## config.mk

```make
export PLATFORM = sky130hd
export DESIGN_NAME = dma_irq_collector
export DESIGN_NICKNAME = d
export VERILOG_FILES = /design/src/rtl/dma_irq_pkg.sv /design/src/rtl/dma_irq_evt_map.sv /design/src/rtl/dma_irq_bus_dec.sv /design/src/rtl/dma_irq_pend_bank.sv /design/src/rtl/dma_irq_collector.sv
export SDC_FILE = /design/constraint.sdc
export NUM_CORES = 1
export LEC_CHECK = 0
export BUFFER_PORTS_ARGS = -buffer_cell sky130_fd_sc_hd__buf_2
export CAP_MARGIN = 0
export CORE_ASPECT_RATIO = 1.75
export CORE_MARGIN = 1.5
export CORE_UTILIZATION = 50
export CTS_BUF_LIST = sky130_fd_sc_hd__clkbuf_16
export DETAILED_ROUTE_END_ITERATION = 12
export GPL_ROUTABILITY_DRIVEN = 0
export PLACE_DENSITY = 0.82
export SYNTH_ARGS = -nofsm -noshare
export SYNTH_HDL_FRONTEND = slang
export SYNTH_SLANG_ARGS = --single-unit
```

## constraint.sdc

```tcl
create_clock -name clk -period 1.6 [get_ports clk]
set_input_delay 0.16 -clock clk [delete_from_list [all_inputs] [get_ports clk]]
set_output_delay 0.16 -clock clk [all_outputs]
set_load 0.05 [all_outputs]
```

## src/rtl/dma_irq_pkg.sv

```systemverilog
package dma_irq_pkg;
  localparam int unsigned GROUPS      = 2;
  localparam int unsigned CH_PER_GRP  = 8;
  localparam int unsigned SLOTS_PER_CH = 2;
  localparam int unsigned REG_W       = GROUPS * CH_PER_GRP * SLOTS_PER_CH;
  localparam int unsigned ADDR_W      = 8;

  localparam logic [ADDR_W-1:0] OFF_ENABLE  = 8'h00;
  localparam logic [ADDR_W-1:0] OFF_PENDING = 8'h04;

  typedef enum logic [0:0] {
    SLOT_HALF = 1'b0,
    SLOT_END  = 1'b1
  } slot_e;

  function automatic int unsigned slot_bit(int unsigned grp, int unsigned ch, slot_e kind);
    return grp * CH_PER_GRP * SLOTS_PER_CH + ch * SLOTS_PER_CH + int'(kind);
  endfunction
endpackage

```

## src/rtl/dma_irq_evt_map.sv

```systemverilog
module dma_irq_evt_map
  import dma_irq_pkg::*;
#(
  parameter int unsigned NGRP = GROUPS,
  parameter int unsigned NCH  = CH_PER_GRP,
  localparam int unsigned NSRC = NGRP * NCH,
  localparam int unsigned VW   = NSRC * SLOTS_PER_CH
) (
  input  logic [NSRC-1:0] half_evt,
  input  logic [NSRC-1:0] end_evt,
  output logic [VW-1:0]   evt_vec
);
  for (genvar g = 0; g < NGRP; g++) begin : g_grp
    for (genvar c = 0; c < NCH; c++) begin : g_ch
      localparam int unsigned SRC = g * NCH + c;
      assign evt_vec[slot_bit(g, c, SLOT_HALF)] = half_evt[SRC];
      assign evt_vec[slot_bit(g, c, SLOT_END)]  = end_evt[SRC];
    end
  end
endmodule

```

## src/rtl/dma_irq_bus_dec.sv

```systemverilog
module dma_irq_bus_dec
  import dma_irq_pkg::*;
#(
  parameter int unsigned AW = ADDR_W,
  parameter int unsigned DW = REG_W
) (
  input  logic          bus_sel,
  input  logic          bus_wr,
  input  logic [AW-1:0] bus_addr,
  input  logic [DW-1:0] bus_wdata,
  input  logic [DW-1:0] en_q,
  input  logic [DW-1:0] pend_q,
  output logic          en_we,
  output logic [DW-1:0] clr_mask,
  output logic [DW-1:0] bus_rdata
);
  logic hit_en, hit_pend, do_wr, do_rd;

  always_comb begin
    hit_en   = (bus_addr == AW'(OFF_ENABLE));
    hit_pend = (bus_addr == AW'(OFF_PENDING));
    do_wr    = bus_sel && bus_wr;
    do_rd    = bus_sel && !bus_wr;
    en_we    = do_wr && hit_en;
    clr_mask = (do_wr && hit_pend) ? bus_wdata : '0;
    bus_rdata = '0;
    if (do_rd && hit_en)   bus_rdata = en_q;
    if (do_rd && hit_pend) bus_rdata = pend_q;
  end
endmodule

```

## src/rtl/dma_irq_pend_bank.sv

```systemverilog
module dma_irq_pend_bank #(
  parameter int unsigned W = 32
) (
  input  logic         clk,
  input  logic         rst_n,
  input  logic [W-1:0] evt,
  input  logic [W-1:0] clr_mask,
  output logic [W-1:0] pend_q
);
  for (genvar i = 0; i < W; i++) begin : g_bit
    always_ff @(posedge clk or negedge rst_n) begin
      if (!rst_n)           pend_q[i] <= 1'b0;
      else if (evt[i])      pend_q[i] <= 1'b1;
      else if (clr_mask[i]) pend_q[i] <= 1'b0;
    end
  end

  AST_EVT_SETS_BIT: assert property (@(posedge clk) disable iff (!rst_n)
    (|evt) |=> ((pend_q & $past(evt)) == $past(evt)));
  AST_FALL_NEEDS_CLEAR: assert property (@(posedge clk) disable iff (!rst_n)
    ((($past(pend_q) & ~pend_q) & ~$past(clr_mask)) == '0));
  AST_RISE_NEEDS_EVT: assert property (@(posedge clk) disable iff (!rst_n)
    (((pend_q & ~$past(pend_q)) & ~$past(evt)) == '0));
endmodule

```

## src/rtl/dma_irq_collector.sv

```systemverilog
module dma_irq_collector
  import dma_irq_pkg::*;
#(
  parameter int unsigned NGRP = GROUPS,
  parameter int unsigned NCH  = CH_PER_GRP,
  parameter int unsigned AW   = ADDR_W,
  localparam int unsigned DW  = NGRP * NCH * SLOTS_PER_CH
) (
  input  logic          clk,
  input  logic          rst_n,
  input  logic          bus_sel,
  input  logic          bus_wr,
  input  logic [AW-1:0] bus_addr,
  input  logic [DW-1:0] bus_wdata,
  output logic [DW-1:0] bus_rdata,
  input  logic [NCH-1:0] nrm_half_evt,
  input  logic [NCH-1:0] nrm_end_evt,
  input  logic [NCH-1:0] ded_half_evt,
  input  logic [NCH-1:0] ded_end_evt,
  output logic          irq_o
);
  logic [NGRP*NCH-1:0] half_all, end_all;
  logic [DW-1:0] evt_vec, pend_q, en_q, clr_mask;
  logic en_we;

  assign half_all = {ded_half_evt, nrm_half_evt};
  assign end_all  = {ded_end_evt, nrm_end_evt};

  dma_irq_evt_map #(.NGRP(NGRP), .NCH(NCH)) u_map (
    .half_evt(half_all), .end_evt(end_all), .evt_vec(evt_vec)
  );

  dma_irq_bus_dec #(.AW(AW), .DW(DW)) u_dec (
    .bus_sel(bus_sel), .bus_wr(bus_wr), .bus_addr(bus_addr),
    .bus_wdata(bus_wdata), .en_q(en_q), .pend_q(pend_q),
    .en_we(en_we), .clr_mask(clr_mask), .bus_rdata(bus_rdata)
  );

  dma_irq_pend_bank #(.W(DW)) u_pend (
    .clk(clk), .rst_n(rst_n), .evt(evt_vec), .clr_mask(clr_mask), .pend_q(pend_q)
  );

  always_ff @(posedge clk or negedge rst_n) begin
    if (!rst_n)     en_q <= '0;
    else if (en_we) en_q <= bus_wdata;
  end

  assign irq_o = |(pend_q & en_q);

  AST_EN_LOAD: assert property (@(posedge clk) disable iff (!rst_n)
    (bus_sel && bus_wr && bus_addr == AW'(OFF_ENABLE)) |=> (en_q == $past(bus_wdata)));
  AST_EN_HOLD: assert property (@(posedge clk) disable iff (!rst_n)
    !(bus_sel && bus_wr && bus_addr == AW'(OFF_ENABLE)) |=> $stable(en_q));
  AST_MASKED_QUIET: assert property (@(posedge clk) disable iff (!rst_n)
    (en_q == '0) |-> !irq_o);
  AST_IRQ_NEEDS_PEND: assert property (@(posedge clk) disable iff (!rst_n)
    irq_o |-> (pend_q != '0));
endmodule

```

======== Word level (Yosys, flattened, before mapping) ========
Cells that the tools add are included.
cells by class
  add/sub/neg operators ................... 0
  multipliers ............................. 0
  div/mod/pow operators ................... 0
  magnitude comparators ................... 0
  equality and inequality tests ........... 1
  shifts and indexed selects .............. 0
  muxes and demuxes ....................... 67
  bitwise operators ....................... 1
  reduce and logical (&&, ||, !) cells .... 41
operators by type and width
  cell                  count
  $mux W32              3
  $mux W1               64
  $reduce_bool A2 Y1    32
  $and A32 B32 Y32      1
  $reduce_or A32 Y1     1
  $eq A8 B3 Y1 const B  1
  $logic_not A8 Y1      1
  $logic_and A1 B1 Y1   6
  $logic_not A1 Y1      1
word-level totals
  register bits after elaboration ......... 64
  bits in latches ......................... 0
  bits in writable memories ............... 0
  memory bits (read-only) ................. 0
  bits of input ports ..................... 76
  output and inout port bits .............. 33
  logic and storage cells ................. 143
  memories kept ........................... 0

======== Depth between registers and ports, before layout ========
  depth after elaboration ................. 5
  gate-level depth with buffers ........... 6
  mapped depth without buffers ............ 3

======== Hierarchy ========
From an unflattened synthesis, not the netlist that was laid out.
second synthesis, totals
  cell total of the unflattened synthesis .. 377
  area, all modules ....................... 3966.3 um2
by module, submodules not included
  module             times used  cells each  area each (um2)  sequential area each (um2)
  dma_irq_collector  1           89          1332.5           800.8
  dma_irq_bus_dec    1           160         1232.4           0.0
  dma_irq_pend_bank  1           96          1161.1           800.8
  dma_irq_evt_map    1           32          240.2            0.0

======== Least setup slack after synthesis ========
OpenSTA, ideal clock, no wires.
  path type ............................... input to output
  start ................................... in bus_addr[2]
  end ..................................... out bus_rdata[10]
  arrival ................................. 1648 ps
  required time ........................... 1440 ps
  path slack .............................. -208 ps
  stages on the path ...................... 4
  buffers on the path ..................... 2
  cells stage by stage .................... clkbuf_1 -> clkbuf_1 -> mux2i_1 -> nor2_1
on the way
  word-level cells in the longest chain between the ends .. 4
  elaborated cells on any way between the ends .. 6
  those cells by class .................... eq/ne (1); mux (2); reduce/logical (3)
ends and longest elaborated chain
  what                 RTL line                 RTL
  start: declaration   dma_irq_collector.sv:13  input logic [AW-1:0] bus_addr,
  $logic_not A8 Y1     dma_irq_bus_dec.sv:20    hit_en = (bus_addr == AW'(OFF_ENABLE));
  $logic_and A1 B1 Y1  dma_irq_bus_dec.sv:27    if (do_rd && hit_en) bus_rdata = en_q;
  $mux W32             dma_irq_bus_dec.sv:27
  $mux W32 *           dma_irq_bus_dec.sv:28    if (do_rd && hit_pend) bus_rdata = pend_q;
  end: declaration     dma_irq_collector.sv:15  output logic [DW-1:0] bus_rdata,
Mark *: on every way between the ends. The rest lies on a longest branch, timed or not.

======== Final worst setup path ========
  start ................................... reg u_pend.pend_q[14]
  end ..................................... out irq_o
on the way
  word-level cells in the longest chain between the ends .. 2
ends and longest elaborated chain
  what                              RTL line                 RTL
  start: declaration                dma_irq_pend_bank.sv:8   output logic [W-1:0] pend_q
  start signal: indexed assignment  dma_irq_pend_bank.sv:12  if (!rst_n) pend_q[i] <= 1'b0;
  start signal: indexed assignment  dma_irq_pend_bank.sv:13  else if (evt[i]) pend_q[i] <= 1'b1;
  start signal: indexed assignment  dma_irq_pend_bank.sv:14  else if (clr_mask[i]) pend_q[i] <= 1'b0;
  $and A32 B32 Y32                  dma_irq_collector.sv:48  assign irq_o = |(pend_q & en_q);
  $reduce_or A32 Y1                 dma_irq_collector.sv:48
  end: declaration                  dma_irq_collector.sv:20  output logic irq_o
No other way between the ends.

==> qor.txt <==
OUTCOME
----------------------------------------------------------------------------------------
Run status                                                                  finished, violations left
Violations in the final reports                                             setup timing

STA
----------------------------------------------------------------------------------------
Worst Max-Slew Pin Slew                                                         0.331 ns
Fin. Hold Viols                                                                        0
Worst Skew                                                                          0 ns
Setup TNS                                                                      -0.793 ns
Final critical delay including setup and external delays                         2.01 ns
Unrepaired setup endpoints after global routing                                     true
Setup-failing EPs final                                                               24
Worst slew margin                                                                  77.3%
Worst-case setup margin in the final layout                                    -0.413 ns
Period Utilization, post-route                                                      126%
Maximum achievable frequency                                                     497 MHz
Final number of max-transition violations                                              0

LOGIC SYNTHESIS
----------------------------------------------------------------------------------------
Seq/Total Area, Yosys                                                              51.0%
Post-Synthesis Cells                                                                 270
Synth async-reset ratio                                                             100%
Number of different library cells in the post-synthesis netlist                       17
Leading register cell type out of synthesis                                 sky130_fd_sc_hd__dfrtp_1
Post-Synthesis Net Count                                                             346
Area of the mapped netlist                                                   0.00314 mm2
Number of flops mapped to enable cells by yosys                                        0
Warning count from the yosys run                                                       0
Post-synthesis sequential element count                                               64
Post-synthesis area per instance                                                11.6 um2

FINAL LAYOUT
----------------------------------------------------------------------------------------
Most used cells in the layout excluding fill and tap cells                  sky130_fd_sc_hd__buf_2 (74), sky130_fd_sc_hd__dfrtp_1 (64), sky130_fd_sc_hd__buf_4 (57)
Antenna diode count                                                                    0
Utilization after layout                                                           80.5%
Fraction of layout instances using a drive strength above 1                        49.7%
Most frequent standard cell in the layout excluding fill and tap cells      sky130_fd_sc_hd__buf_2
Area growth syn-to-layout                                                          57.1%
Final non-filler cell total                                                          513
Post-route cell area                                                         0.00494 mm2
Net total in the final layout                                                        506

WORST SETUP PATH
----------------------------------------------------------------------------------------
Kind of critical path                                                       flip-flop to output port
Cell breakdown of the critical path                                         a22oi_1 -> nand4_1 -> or4_4 -> buf_8
Startpoint kind of the worst setup timing path                                 flip-flop
Buf+Inv Stages, Crit Path                                                              1
Required time of the worst setup path                                            1.44 ns
Crit path depth                                                                        4
Library cell contributing the largest single delay on the critical path     sky130_fd_sc_hd__or4_4
Arrival time at the worst endpoint                                               1.85 ns
Kind of end point of the critical path                                       output port
FF-to-FF path depth                                                                    3
CP Max Fanout                                                                          3
Category of cells accounting for the largest share of critical-path delay   simple AND/OR/NAND/NOR gates
Crit path largest cell delay                                                     0.48 ns

CLOCKING
----------------------------------------------------------------------------------------
Number of H-tree levels                                                                3
Clock tree root buffer cell                                                 sky130_fd_sc_hd__clkbuf_16
Clock transition at the registers of the reported paths                          0.05 ns
Maximum buffer depth of the clock tree                                                 2
Clock tree from TritonCTS                                                            yes
Number of sinks driven by the clock tree                                              64
Clock insertion delay at the later pin of the skew report                        0.33 ns
Cts bufs inserted                                                                      9

FLOORPLANNING
----------------------------------------------------------------------------------------
Chip Height                                                                       108 um
Row count                                                                             38
Initial standard-cell utilization of the core                                      51.2%
Chip width                                                                       62.9 um
Number of top-level pins                                                             109
Total Die Area                                                               0.00679 mm2
Area inside the core boundary                                                0.00613 mm2

ROUTING
----------------------------------------------------------------------------------------
Vias                                                                                3006
Initial DRT Pass Iterations                                                            4
Wirelength per Cell                                                              20.6 um
Routed Antenna Nets                                                                    0
Post-route DRC violation count                                                         0
Wire length reported by the detailed router                                      10.6 mm
Initial detailed-routing violation count                                             186
Routed via count divided by cell count                                              5.86

GLOBAL ROUTE
----------------------------------------------------------------------------------------
Maximum number of pins on one net before global-route repair                          65
Wire length of the first global-routing pass                                     15.0 mm
Overflow left after global routing                                                     0
Global-route usage over all layers                                                 29.2%
Antenna violations before repair                                                       0
Number of global-route vias before repair                                           3120

PWR
----------------------------------------------------------------------------------------
Leakage power summed over all cells                                              2.28 nW
Power, Total                                                                   0.00380 W
Total power per unit cell area                                                770 mW/mm2
Worst IR drop on VDD                                                            0.838 mV

HOLD PATH
----------------------------------------------------------------------------------------
Worst hold path depth                                                                  2
Hold/Removal Path Class                                                     input port to flip-flop

PLACED DESIGN
----------------------------------------------------------------------------------------
Placement Cell Area                                                          0.00417 mm2
Number of buffers added on ports                                                     108
Post-DP HPWL                                                                     6.47 mm
Placed cells                                                                         484

RUN
----------------------------------------------------------------------------------------
Max_cap viols                                                                          0

[timing repair]
| item | 4_1_cts | 5_1_grt |
|---|---|---|
| buffers inserted | 2 | 4 |
| endpoints found under the setup margin | 33 | 33 |
| endpoints found under the hold margin | 69 | 0 |
| hold buffers | 6 | 0 |
| gates resized for setup | 40 | 54 |
| gates cloned | 0 | 3 |
| pin swaps | 6 | 18 |
[state kept, by name, summed over array words and instances (netlist names)]
signal,cells
en_q,32
u_pend.pend_q,32
[cell type report]
type                    instances  area (um2)
multi-input cells             186        1680
flip-flops and latches         64        1600
repair buffers                169        1310
fillers                       346        1200
clock buffers                   9         225
well taps                      80         100
clock inverters                 5        20.0
[routing by layer]
layer	GRT usage, %	up-vias	share of wire [%]
li1	-	1328	-
met1	30.6	1521	37
met2	53.2	120	52
met3	6.17	37	5.0
met4	16.3	0	5.4
met5	0	-	0
[cells in the mapped netlist, types with 2 or more instances]
master / count / area, um2
sky130_fd_sc_hd__a21o_1: 32 / 240
sky130_fd_sc_hd__mux2_1: 30 / 338
sky130_fd_sc_hd__mux2_2: 2 / 22.5
sky130_fd_sc_hd__dfrtp_1: 64 / 1600
sky130_fd_sc_hd__buf_1: 4 / 15.0
sky130_fd_sc_hd__buf_2: 3 / 15.0
sky130_fd_sc_hd__mux2i_1: 32 / 320
sky130_fd_sc_hd__nand4_1: 36 / 225
sky130_fd_sc_hd__clkbuf_1: 13 / 48.8
sky130_fd_sc_hd__a22oi_1: 16 / 120
sky130_fd_sc_hd__nor2_1: 32 / 120
[metrics by stage]
step / setup slack [ns] / hold slack [ns]
after floorplan: -0.0860 / -0.136
after global placement: -0.0970 / 0.195
after detailed placement: -0.176 / 0.204
after CTS: -0.400 / 0.000860
after global routing: -0.480 / -0.000737
final: -0.413 / 0.00373
[where the power goes]
group,internal (W),total (W),switching (W)
clock network,0.00100,0.00164,0.000638
logic,0.000229,0.000502,0.000273
registers,0.00164,0.00166,0.0000175
total,0.00287,0.00380,0.000929
[final timing paths]
| path | slack (ns) | end | start |
|---|---|---|---|
| worst max-delay path | -0.41 | irq_o | u_pend.pend_q[14] |
| worst min-delay path | 0.004 | u_pend.pend_q[1] | nrm_end_evt[0] |
| worst max register to register | 0.54 | en_q[20] | en_q[20] |
| worst min register to register | 0.50 | u_pend.pend_q[19] | u_pend.pend_q[19] |
| max in group asynchronous | 0.93 | en_q[4] | rst_n |
| min in group asynchronous | 0.38 | u_pend.pend_q[8] | rst_n |
[cell families after synthesis]
family	share of synthesized area, %
flops	51.0
buf+inv	2.51
compound gates	11.5
mux	21.7
simple gates	13.4
Note: power is estimated with default switching activity, not from simulation.
